==> src/rtl/bitop_pkg.sv <==
package bitop_pkg;
  typedef enum logic [1:0] {
    OP_TEST  = 2'd0,
    OP_SET   = 2'd1,
    OP_RESET = 2'd2,
    OP_FLIP  = 2'd3
  } bit_op_e;

  typedef enum logic [1:0] {
    ASZ_16  = 2'd0,
    ASZ_32  = 2'd1,
    ASZ_64  = 2'd2,
    ASZ_64X = 2'd3
  } addr_size_e;

  typedef enum logic [1:0] {
    ST_IDLE  = 2'd0,
    ST_READ  = 2'd1,
    ST_WRITE = 2'd2,
    ST_DONE  = 2'd3
  } unit_state_e;
endpackage

==> src/rtl/bitop_addr_gen.sv <==
module bitop_addr_gen #(
  parameter int ADDR_W = 64,
  parameter int DATA_W = 32,
  localparam int IDX_W = $clog2(DATA_W)
) (
  input  logic [ADDR_W-1:0] base,
  input  logic [DATA_W-1:0] offset,
  input  logic              use_imm,
  input  logic [1:0]        asize,
  output logic [ADDR_W-1:0] addr,
  output logic [IDX_W-1:0]  bit_idx
);
  import bitop_pkg::*;
  localparam int BYTE_SH = $clog2(DATA_W / 8);

  logic signed [DATA_W-1:0] word_disp;
  logic [ADDR_W-1:0]        disp_ext;
  logic [ADDR_W-1:0]        byte_disp;
  logic [ADDR_W-1:0]        raw_addr;

  assign bit_idx   = offset[IDX_W-1:0];
  // signed floor division by the word width in bits
  assign word_disp = $signed(offset) >>> IDX_W;
  assign disp_ext  = {{(ADDR_W-DATA_W){word_disp[DATA_W-1]}}, word_disp};
  assign byte_disp = disp_ext << BYTE_SH;
  assign raw_addr  = use_imm ? base : (base + byte_disp);

  always_comb begin
    case (addr_size_e'(asize))
      ASZ_16:  addr = {{(ADDR_W-16){1'b0}}, raw_addr[15:0]};
      ASZ_32:  addr = {{(ADDR_W-32){1'b0}}, raw_addr[31:0]};
      default: addr = raw_addr;
    endcase
  end
endmodule

==> src/rtl/bitop_modify.sv <==
module bitop_modify #(
  parameter int DATA_W = 32,
  localparam int IDX_W = $clog2(DATA_W)
) (
  input  logic [1:0]        op,
  input  logic [DATA_W-1:0] data_in,
  input  logic [IDX_W-1:0]  idx,
  output logic [DATA_W-1:0] data_out,
  output logic              orig_bit
);
  import bitop_pkg::*;
  logic [DATA_W-1:0] sel_mask;

  assign sel_mask = {{(DATA_W-1){1'b0}}, 1'b1} << idx;
  assign orig_bit = data_in[idx];

  always_comb begin
    case (bit_op_e'(op))
      OP_SET:   data_out = data_in | sel_mask;
      OP_RESET: data_out = data_in & ~sel_mask;
      OP_FLIP:  data_out = data_in ^ sel_mask;
      default:  data_out = data_in;
    endcase
  end
endmodule

==> src/rtl/bitop_ctrl.sv <==
module bitop_ctrl (
  input  logic clk,
  input  logic rst_n,
  input  logic cmd_valid,
  input  logic cmd_is_mem,
  input  logic held_is_test,
  input  logic mem_rvalid,
  input  logic res_ready,
  output logic cmd_ready,
  output logic mem_req,
  output logic mem_we,
  output logic res_valid,
  output logic load_cmd,
  output logic load_rdata
);
  import bitop_pkg::*;
  unit_state_e state_q, state_d;

  always_ff @(posedge clk or negedge rst_n) begin
    if (!rst_n) state_q <= ST_IDLE;
    else        state_q <= state_d;
  end

  always_comb begin
    state_d    = state_q;
    load_cmd   = 1'b0;
    load_rdata = 1'b0;
    case (state_q)
      ST_IDLE: begin
        if (cmd_valid) begin
          load_cmd = 1'b1;
          state_d  = cmd_is_mem ? ST_READ : ST_DONE;
        end
      end
      ST_READ: begin
        if (mem_rvalid) begin
          load_rdata = 1'b1;
          state_d    = held_is_test ? ST_DONE : ST_WRITE;
        end
      end
      ST_WRITE: begin
        if (mem_rvalid) state_d = ST_DONE;
      end
      default: begin
        if (res_ready) state_d = ST_IDLE;
      end
    endcase
  end

  assign cmd_ready = (state_q == ST_IDLE);
  assign mem_req   = (state_q == ST_READ) || (state_q == ST_WRITE);
  assign mem_we    = (state_q == ST_WRITE);
  assign res_valid = (state_q == ST_DONE);
endmodule

==> src/rtl/bitop_unit.sv <==
module bitop_unit #(
  parameter int ADDR_W  = 64,
  parameter int DATA_W  = 32,
  parameter int FLAGS_W = 32
) (
  input  logic               clk,
  input  logic               rst_n,
  input  logic               cmd_valid,
  output logic               cmd_ready,
  input  logic [1:0]         cmd_op,
  input  logic               cmd_mem,
  input  logic               cmd_imm,
  input  logic [1:0]         cmd_asize,
  input  logic [DATA_W-1:0]  cmd_operand,
  input  logic [DATA_W-1:0]  cmd_offset,
  input  logic [ADDR_W-1:0]  cmd_base,
  input  logic [FLAGS_W-1:0] cmd_flags,
  output logic               res_valid,
  input  logic               res_ready,
  output logic [DATA_W-1:0]  res_value,
  output logic               res_cf,
  output logic [FLAGS_W-1:0] res_flags,
  output logic               mem_req,
  output logic               mem_we,
  output logic [ADDR_W-1:0]  mem_addr,
  output logic [DATA_W-1:0]  mem_wdata,
  input  logic               mem_rvalid,
  input  logic [DATA_W-1:0]  mem_rdata
);
  import bitop_pkg::*;
  localparam int IDX_W = $clog2(DATA_W);

  logic [1:0]         op_q;
  logic [ADDR_W-1:0]  addr_q;
  logic [IDX_W-1:0]   idx_q;
  logic [DATA_W-1:0]  val_q;
  logic               cf_q;
  logic [FLAGS_W-1:1] flags_hi_q;

  logic [ADDR_W-1:0]  gen_addr;
  logic [IDX_W-1:0]   gen_idx;
  logic [1:0]         mod_op;
  logic [DATA_W-1:0]  mod_in;
  logic [IDX_W-1:0]   mod_idx;
  logic [DATA_W-1:0]  mod_out;
  logic               mod_bit;
  logic               load_cmd;
  logic               load_rdata;
  logic               held_is_test;

  assign held_is_test = (bit_op_e'(op_q) == OP_TEST);

  bitop_ctrl ctrl_i (
    .clk          (clk),
    .rst_n        (rst_n),
    .cmd_valid    (cmd_valid),
    .cmd_is_mem   (cmd_mem),
    .held_is_test (held_is_test),
    .mem_rvalid   (mem_rvalid),
    .res_ready    (res_ready),
    .cmd_ready    (cmd_ready),
    .mem_req      (mem_req),
    .mem_we       (mem_we),
    .res_valid    (res_valid),
    .load_cmd     (load_cmd),
    .load_rdata   (load_rdata)
  );

  bitop_addr_gen #(.ADDR_W(ADDR_W), .DATA_W(DATA_W)) agen_i (
    .base    (cmd_base),
    .offset  (cmd_offset),
    .use_imm (cmd_imm),
    .asize   (cmd_asize),
    .addr    (gen_addr),
    .bit_idx (gen_idx)
  );

  // one modify path shared: command operand while idle, read data after
  assign mod_op  = cmd_ready ? cmd_op      : op_q;
  assign mod_in  = cmd_ready ? cmd_operand : mem_rdata;
  assign mod_idx = cmd_ready ? gen_idx     : idx_q;

  bitop_modify #(.DATA_W(DATA_W)) mod_i (
    .op       (mod_op),
    .data_in  (mod_in),
    .idx      (mod_idx),
    .data_out (mod_out),
    .orig_bit (mod_bit)
  );

  always_ff @(posedge clk or negedge rst_n) begin
    if (!rst_n) begin
      op_q       <= '0;
      addr_q     <= '0;
      idx_q      <= '0;
      val_q      <= '0;
      cf_q       <= 1'b0;
      flags_hi_q <= '0;
    end else if (load_cmd) begin
      op_q       <= cmd_op;
      addr_q     <= gen_addr;
      idx_q      <= gen_idx;
      val_q      <= mod_out;
      cf_q       <= mod_bit;
      flags_hi_q <= cmd_flags[FLAGS_W-1:1];
    end else if (load_rdata) begin
      val_q      <= mod_out;
      cf_q       <= mod_bit;
    end
  end

  assign mem_addr  = addr_q;
  assign mem_wdata = val_q;
  assign res_cf    = cf_q;
  // for test the modify path leaves the read dword as it was
  assign res_value = val_q;
  assign res_flags = {flags_hi_q, cf_q};
endmodule

==> config.mk <==
export PLATFORM = sky130hd
export DESIGN_NAME = bitop_unit
export DESIGN_NICKNAME = d
export VERILOG_FILES = /design/src/rtl/bitop_pkg.sv /design/src/rtl/bitop_addr_gen.sv /design/src/rtl/bitop_modify.sv /design/src/rtl/bitop_ctrl.sv /design/src/rtl/bitop_unit.sv
export SDC_FILE = /design/constraint.sdc
export NUM_CORES = 1
export LEC_CHECK = 0
export BUFFER_PORTS_ARGS = -buffer_cell sky130_fd_sc_hd__buf_2
export CORE_MARGIN = 2
export CORE_UTILIZATION = 50
export CTS_CLUSTER_SIZE = 25
export DETAILED_ROUTE_END_ITERATION = 6
export PLACE_DENSITY_LB_ADDON = 0.3
export SLEW_MARGIN = 5
export SYNTH_ARGS = -nofsm -noshare
export SYNTH_HDL_FRONTEND = slang
export SYNTH_SLANG_ARGS = --single-unit
==> constraint.sdc <==
create_clock -name clk -period 3.8 [get_ports clk]
set_input_delay 0.76 -clock clk [delete_from_list [all_inputs] [get_ports clk]]
set_output_delay 0.76 -clock clk [all_outputs]
set_load 0.05 [all_outputs]
==> impl_metrics.tcl, run 1 <==
set metrics [dict create \
    status "completed" \
    drc_errors 0 \
    cts-resized-gates 0 \
    drv_slew 0 \
    cts_sinks 137 \
    yosysWarnings 0 \
    dr.pass1.iters 5 \
    synth_area_mm2 0.0122 \
    port_buffers 366 \
    grt_pass1_wl_um 59600 \
    cts.path.max_buffers 2 \
    num_rows 57 \
    syn_nets 1928 \
    startpoint_type "input pin" \
    fin_crit_sh_pct 90.9 \
    synth_area_per_cell_um2 7.66 \
    synth_top_flop_cell "dfrtp_1" \
    hold_violations 0 \
    core_area_mm2 0.0242 \
    cellLeakagePower_uw 0.00759 \
    skew_ns 0.0136 \
    required_ns 4.14 \
    ir_worst_vdd_mv 0.633 \
    numCtsBuffers 17 \
    relSlewSlack_pct 31.0 \
    grt_max_degree 103 \
    wl_um 37300 \
    cts_setup_buffers 0 \
    wl_met2_um 18000 \
    place.gp.congestion 0.951 \
    power_uw 12500 \
    seq_area_frac_synth_pct 28.1 \
    rsz0062_at_grt "no" \
    async_flop_share_pct 100 \
    dr.first_iter.drc_count 857 \
    root_buffer "clkbuf_16" \
    netlist_instances 1595 \
    hold_class "input pin to asynchronous set/reset pin" \
    htreeDepth 4 \
    antenna_found_initial 2 \
    num_io_pins 368 \
    crit_arrival_ns 3.79 \
    die_h_um 160 \
    grt_usage_pct 28.4 \
    fmax_mhz 290 \
    crit_type "input pin to flop" \
    ys_ff_latch 137 \
    final_nets 2232 \
    crit_fanout 5 \
    cts-hold-fix-buffers 0 \
    cts_tree "built" \
    avgRoutedWirePerCell_um 16.7 \
    clk_pin_slew_ns 0.07 \
    floorplan.initialDensity_pct 50.5 \
    place_inst 2204 \
    min_period_ns 3.45 \
    viasPerCell 5.63 \
    drv_cap 0 \
    hpwl_um 28900 \
    fillers 2194 \
    worst_pin_slew_ns 1.03 \
    grt_overflow 0 \
    cp-end-kind "flop" \
    layout_common_cells "365 x buf_2, 352 x nand2_1, 173 x o21ai_0, 137 x dfrtp_1, 128 x ha_1" \
    die_w_um 160 \
    fin_cells 2238 \
    drive_gt1_share_pct 25.7 \
    synth_edf_count 0 \
    drt-met1-wl_um 16000 \
    clock_latency_ns 0.42 \
    layout_commonest_cell "buf_2" \
    powerDensity_mw_per_mm2 839 \
    reg2regPathDepth 10 \
    vias 12600 \
    syn_to_final_growth_pct 22.0 \
    highest_layer "met4" \
    routed-wl-met3_um 2220 \
    antenna_left 0 \
    grt_pass1_vias 11900 \
    dieArea_mm2 0.0257 \
    synth.distinct_cells 68 \
    setup_viol 0 \
]
==> layer usage <==
layer / global-route usage (%) / vias up
li1: - / 6173
met1: 36.5 / 5893
met2: 48.9 / 469
met3: 4.13 / 63
met4: 10.2 / 0
met5: 0 / -
==> area by class of cell <==
type | instances | area (um2) | area share [%]
diodes | 2 | 5.00 | 0.0336
multi-input cells | 1269 | 7960 | 53.4
inverters | 53 | 199 | 1.34
repair buffers | 421 | 2310 | 15.5
clock inverters | 15 | 160 | 1.07
flip-flops and latches | 137 | 3430 | 23.0
clock buffers | 17 | 425 | 2.86
well taps | 324 | 405 | 2.72
==> per-stage QoR <==
step / instance area (um2) / TNS (ns) / util [%] / hold slack (ns) / setup slack [ns]
after global routing: 14900 / 0 / 61.6 / 0.347 / 0.204
after CTS: 14900 / 0 / 61.6 / 0.329 / 0.419
after global placement: 14300 / 0 / 59.2 / 0.453 / 0.00354
final: 14900 / 0 / 61.6 / 0.314 / 0.347
after floorplan: 12200 / 0 / - / 0.442 / 0.434
after detailed placement: 14300 / -0.0242 / 59.2 / 0.457 / -0.0242
==> logic make-up (layout without fill, tap and decap cells) <==
group           count (synthesis)  count (layout)  share of synthesized area, %
compound gates                493             493                          25.1
mux                            50              50                          4.27
flops                         137             137                          28.1
simple gates                  545             545                          18.5
fa+ha+maj                     130             130                          13.4
other cells                     0               2                             0
xor+xnor                       51              51                          3.66
buf+inv                       189             506                          6.98
==> registers in the layout, indices dropped and copies added (netlist names) <==
signal	cells
res_cf	1
op_q	2
idx_q	5
mem_wdata	32
mem_addr	64
ctrl_i.state_q	2
flags_hi_q	31
==> Yosys cell counts, types with 12 or more instances <==
cell | instances | share of area [%]
a21o_1 | 42 | 2.6
o21bai_1 | 16 | 0.98
ha_1 | 129 | 13
o21ai_1 | 12 | 0.49
buf_4 | 33 | 2.0
nor2_1 | 96 | 3.0
xor2_1 | 23 | 1.6
a31oi_1 | 12 | 0.61
nand4_1 | 21 | 1.1
clkbuf_1 | 87 | 2.7
mux2i_1 | 33 | 2.7
inv_1 | 52 | 1.6
nor3_1 | 12 | 0.49
nand2_1 | 353 | 11
mux2_2 | 17 | 1.6
o211ai_1 | 25 | 1.5
nand3_1 | 29 | 1.2
o21ai_0 | 173 | 7.1
a22oi_1 | 25 | 1.5
a21oi_1 | 116 | 4.8
xnor2_1 | 28 | 2.0
dfrtp_1 | 137 | 28
==> path summary, 6_finish.rpt <==
check / end / slack, ns / from
hold / removal: mem_wdata[0]$_DFFE_PN0P_ / 0.31 / rst_n
max in group asynchronous: mem_wdata[21]$_DFFE_PN0P_ / 2.69 / rst_n
setup reg to reg: res_cf$_DFFE_PN0P_ / 0.54 / ctrl_i.state_q[1]$_DFFE_PN0P_
hold reg to reg: flags_hi_q[4]$_DFFE_PN0P_ / 0.47 / flags_hi_q[4]$_DFFE_PN0P_
min in group clk: flags_hi_q[4]$_DFFE_PN0P_ / 0.47 / flags_hi_q[4]$_DFFE_PN0P_
setup / recovery: mem_addr[54]$_DFFE_PN0P_ / 0.35 / cmd_offset[5]
==> power by group <==
part           internal, uW  total [uW]  switching (uW)
clock                   930        1700             766
sequential             2120        2530             417
combinational          2270        8270            6000
==> worst max-delay path: stages <==
cell and delay, ns:
buf_2 0.12, ha_1 0.22, fa_1 0.42, a211oi_1 0.32
nor2_1 0.11, a31oi_1 0.18, buf_4 0.16, a311oi_1 0.11
o21ai_1 0.23, o31a_1 0.35, o21ai_0 0.19, o21a_1 0.26
o21a_1 0.18, o31ai_1 0.18
Note: power is estimated with default switching activity, not from simulation.
==> run 2: changes to the inputs <==
--- a/config.mk
+++ b/config.mk
@@ -6,11 +6,13 @@
 export NUM_CORES = 1
 export LEC_CHECK = 0
 export BUFFER_PORTS_ARGS = -buffer_cell sky130_fd_sc_hd__buf_2
+export CORE_ASPECT_RATIO = 1.25
 export CORE_MARGIN = 2
 export CORE_UTILIZATION = 50
 export CTS_CLUSTER_SIZE = 25
 export DETAILED_ROUTE_END_ITERATION = 6
-export PLACE_DENSITY_LB_ADDON = 0.3
+export MAX_ROUTING_LAYER = met4
+export PLACE_DENSITY = 0.78
 export SLEW_MARGIN = 5
 export SYNTH_ARGS = -nofsm -noshare
 export SYNTH_HDL_FRONTEND = slang
==> impl_metrics.tcl, run 2 (synthesized netlist as in run 1, its figures left out) <==
set metrics [dict create \
    status "complete, but fails checks" \
    violations "DRC" \
    hpwl_um 29700 \
    crit_arrival_ns 3.77 \
    use_met1_pct 34.5 \
    num_rows 63 \
    relSlewSlack_pct 24.1 \
    tns_ns 0 \
    setup_viol 0 \
    cts_setup_buffers 0 \
    dieArea_mm2 0.0257 \
    setup_slack_ns 0.331 \
    fin_util_pct 62.7 \
    final_area_mm2 0.0150 \
    numCtsBuffers 17 \
    powerDensity_mw_per_mm2 841 \
    busiest_layer "met2" \
    largest_reg_flops 64 \
    syn_to_final_growth_pct 22.6 \
    floorplan.initialDensity_pct 51.1 \
    cts.path.max_buffers 2 \
    wl_um 38400 \
    grt_usage_pct 29.8 \
    ir_worst_vdd_mv 0.483 \
    fmax_mhz 288 \
    layout_common_cells "365 x buf_2, 352 x nand2_1, 173 x o21ai_0, 137 x dfrtp_1, 128 x ha_1" \
    place.gp.congestion 0.930 \
    rsz0062_at_grt "no" \
    crit_type "input pin to flop" \
    p_comb_share_pct 66.0 \
    num_io_pins 368 \
    htreeDepth 4 \
    cp-end-kind "flop" \
    final_nets 2243 \
    cts-resized-gates 0 \
    use_met3_pct 4.30 \
    layout_commonest_cell "buf_2" \
    dr.pass1.iters 7 \
    dr.first_iter.drc_count 799 \
    clk_pin_slew_ns 0.07 \
    drive_gt1_share_pct 26.1 \
    die_w_um 144 \
    clockPowerShare_pct 14.1 \
    pre_cts_slack_ns -0.000225 \
    grt_pass1_vias 11900 \
    clock_latency_ns 0.44 \
    worst_pin_slew_ns 1.14 \
    grt_pass1_wl_um 59000 \
    antenna_found_initial 3 \
    drc_errors 1 \
    seq_power_share_pct 19.9 \
    fin_crit_sh_pct 91.3 \
    drv_cap 0 \
    required_ns 4.10 \
    grt_overflow 0 \
    use_met2_pct 51.6 \
    vias 12800 \
    placed_area_mm2 0.0143 \
    port_buffers 366 \
    cts_tree "built" \
    internal_power_uw 5460 \
    hold_violations 0 \
    skew_ns 0.0119 \
    cts-hold-fix-buffers 0 \
    viasPerCell 5.69 \
    antenna_left 0 \
    die_h_um 179 \
    switchingPower_uw 7140 \
    min_period_ns 3.47 \
    avgRoutedWirePerCell_um 17.0 \
    drv_slew 0 \
    core_area_mm2 0.0239 \
    cts_sinks 137 \
    grt_max_degree 92 \
    root_buffer "clkbuf_16" \
    cellLeakagePower_uw 0.00764 \
    crit_fanout 5 \
    p_sw_share_pct 56.6 \
    timing.hold.ws_ns 0.413 \
    startpoint_type "input pin" \
    hold_class "input pin to asynchronous set/reset pin" \
]
[run 2: cell count changes in the layout (fill, tap and decap cells not counted), sizes merged]
cell and delta:
buf +11, diode +3, inv -4, clkinvlp -1
clkbuf +3, bufinv +2
[run 2: final timing paths]
kind | startpoint | depth (start not counted) | slack, ns | endpoint
hold reg to reg | flags_hi_q[14]$_DFFE_PN0P_ | 2 | 0.47 | flags_hi_q[14]$_DFFE_PN0P_
min in group clk | flags_hi_q[14]$_DFFE_PN0P_ | 2 | 0.47 | flags_hi_q[14]$_DFFE_PN0P_
setup / recovery | cmd_offset[5] | 14 | 0.33 | mem_addr[50]$_DFFE_PN0P_
hold / removal | rst_n | 1 | 0.41 | mem_addr[53]$_DFFE_PN0P_
max in group asynchronous | rst_n | 2 | 2.46 | flags_hi_q[30]$_DFFE_PN0P_
setup reg to reg | ctrl_i.state_q[0]$_DFFE_PN0P_ | 10 | 0.48 | mem_wdata[16]$_DFFE_PN0P_
[run 2: layout make-up]
cell class                 instances  area (um2)
clock buffer                      20         457
inverter                          53         199
multi-input combinational       1269        7970
fill                            2133        8910
timing repair buffer             432        2350
antenna                            5        12.5
tap                              325         407
sequential                       137        3430
clock inverter                    12         163
[run 2: power by group through the flow]
stage	registers (uW)	clock network [uW]	logic, uW
6_report	2510	1770	8320
5_1_grt	2590	1870	8990
4_1_cts	2510	1810	8290
3_5_place_dp	2530	0	8260
3_3_place_gp	2510	0	8100
2_1_floorplan	4570	0	4340
[run 2: critical path, stage by stage]
cell and delay, ns:
buf_2 0.10, ha_1 0.21, fa_1 0.41, a211oi_1 0.43
nor2_1 0.14, a31oi_1 0.20, buf_4 0.16, a311oi_1 0.10
o21ai_1 0.23, o31a_1 0.30, o21ai_0 0.15, or2_2 0.30
xnor2_1 0.17, o21ai_0 0.10
[run 2: metal layers]
layer,vias to the layer above,routed length (um)
met5,-,0
met4,0,1260
met1,6005,15500
met2,517,19300
li1,6199,-
met3,88,2210
[run 2: stage by stage]
| stage | instances | power, uW |
|---|---|---|
| final | 2253 | 12600 |
| after global placement | 2216 | 10600 |
| after CTS | 2248 | 12600 |
| after floorplan | 1595 | 8910 |
| after global routing | 2251 | 13500 |
| after detailed placement | 2216 | 10800 |
==> run 3: changes to the inputs <==
--- a/config.mk
+++ b/config.mk
@@ -12,7 +12,7 @@
 export CTS_CLUSTER_SIZE = 25
 export DETAILED_ROUTE_END_ITERATION = 6
 export MAX_ROUTING_LAYER = met4
-export PLACE_DENSITY = 0.78
+export PLACE_DENSITY_LB_ADDON = 0.1
 export SLEW_MARGIN = 5
 export SYNTH_ARGS = -nofsm -noshare
 export SYNTH_HDL_FRONTEND = slang
==> impl_metrics.tcl, run 3 (synthesized netlist as in run 1, its figures left out) <==
set metrics [dict create \
    tns_ns 0 \
    skew_ns 0.00902 \
    crit_path_max_incr_delay_ns 0.45 \
    avgRoutedWirePerCell_um 17.2 \
    cts-resized-gates 0 \
    drc_errors 0 \
    ir_worst_vdd_mv 0.437 \
    hold_violations 0 \
    layout_common_cells "365 x buf_2, 352 x nand2_1, 173 x o21ai_0, 137 x dfrtp_1, 128 x ha_1" \
    dr.pass1.iters 5 \
    syn_to_final_growth_pct 24.1 \
    crit_chain "buf_2 > ha_1 > a21oi_1 > o21ai_0 > a221oi_1 > o21a_1 > o31ai_1 > or3b_2 > o21ai_1 > buf_4 > mux2i_1 > o21ai_1 > nand2_1" \
    fmax_mhz 289 \
    die_h_um 179 \
    cts-hold-fix-buffers 0 \
    core_area_mm2 0.0239 \
    final_nets 2267 \
    grt_pass1_wl_um 60100 \
    drv_slew 0 \
    grt_usage_pct 30.7 \
    relSlewSlack_pct 33.3 \
    place.gp.congestion 0.959 \
    grt_overflow 0 \
    crit_arrival_ns 3.83 \
    required_ns 4.17 \
    clock_latency_ns 0.43 \
    worst_pin_slew_ns 1.00 \
    clk_pin_slew_ns 0.07 \
    cp-end-kind "flop" \
    numCtsBuffers 17 \
    cts_setup_buffers 0 \
    floorplan.initialDensity_pct 51.1 \
    startpoint_type "input pin" \
    crit_top_cell "o21ai_1" \
    drv_cap 0 \
    crit_type "input pin to flop" \
    wl_um 39200 \
    fin_crit_sh_pct 91.2 \
    layout_commonest_cell "buf_2" \
    htreeDepth 4 \
    die_w_um 144 \
    setup_viol 0 \
    cts_tree "built" \
    status "completed" \
    viasPerCell 5.55 \
    power_uw 12700 \
    hold_class "input pin to asynchronous set/reset pin" \
    hpwl_um 30900 \
    slowest_stage "or3b_2" \
    antenna_found_initial 7 \
    dieArea_mm2 0.0257 \
    root_buffer "clkbuf_16" \
    timing.hold.ws_ns 0.217 \
    largest_reg_flops 64 \
    rrSetupSlack_ns 0.55 \
    port_buffers 366 \
    grt_pass1_vias 11900 \
    cts.path.max_buffers 2 \
    cts_sinks 137 \
    cellLeakagePower_uw 0.00776 \
    min_period_ns 3.46 \
    dr.first_iter.drc_count 710 \
    crit_fanout 15 \
    grt_max_degree 64 \
    num_rows 63 \
    powerDensity_mw_per_mm2 835 \
    antenna_left 0 \
    vias 12700 \
    rsz0062_at_grt "no" \
    num_io_pins 368 \
    drive_gt1_share_pct 27.0 \
]
run 3: metrics by stage:
step,utilization [%],instances,setup slack [ns],area (um2)
2_1_floorplan,-,1595,0.434,12200
3_3_place_gp,60.8,2240,0.00891,14500
3_5_place_dp,60.8,2240,-0.0529,14500
4_1_cts,63.4,2272,0.399,15100
5_1_grt,63.4,2279,0.168,15200
6_report,63.4,2279,0.336,15200
run 3: routing by layer:
layer	track usage [%]	wire length (um)
met1	34.9	15900
met5	-	0
met2	53.6	19800
met3	4.35	2000
met4	13.4	1450
run 3: path summary, 6_finish.rpt:
check	to	cells after the start	startpoint
setup / recovery	mem_addr[57]$_DFFE_PN0P_	13	cmd_offset[31]
hold / removal	flags_hi_q[18]$_DFFE_PN0P_	1	rst_n
setup reg to reg	mem_wdata[19]$_DFFE_PN0P_	11	ctrl_i.state_q[1]$_DFFE_PN0P_
hold reg to reg	flags_hi_q[29]$_DFFE_PN0P_	2	flags_hi_q[29]$_DFFE_PN0P_
max in group asynchronous	mem_addr[4]$_DFFE_PN0P_	2	rst_n
min in group clk	flags_hi_q[29]$_DFFE_PN0P_	2	flags_hi_q[29]$_DFFE_PN0P_
run 3: layout make-up:
class	instances	area [um2]
timing repair buffer	456	2510
inverter	53	199
multi-input combinational	1269	7960
fill	2220	8730
sequential	137	3430
antenna	7	17.5
clock inverter	14	186
clock buffer	18	439
tap	325	407
run 3: worst max-delay path, delay by kind of cell:
family                     cells  cell delay, ns
buffers and inverters          2            0.51
AOI/OAI and AO/OA              7            1.50
adders and majority gates      1            0.33
and+or+nand+nor                2            0.55
muxes                          1            0.17
run 3: report_power, final:
group / internal (uW) / total [uW] / switching [uW]
registers: 2120 / 2510 / 389
logic: 2290 / 8340 / 6060
clock network: 1070 / 1800 / 736
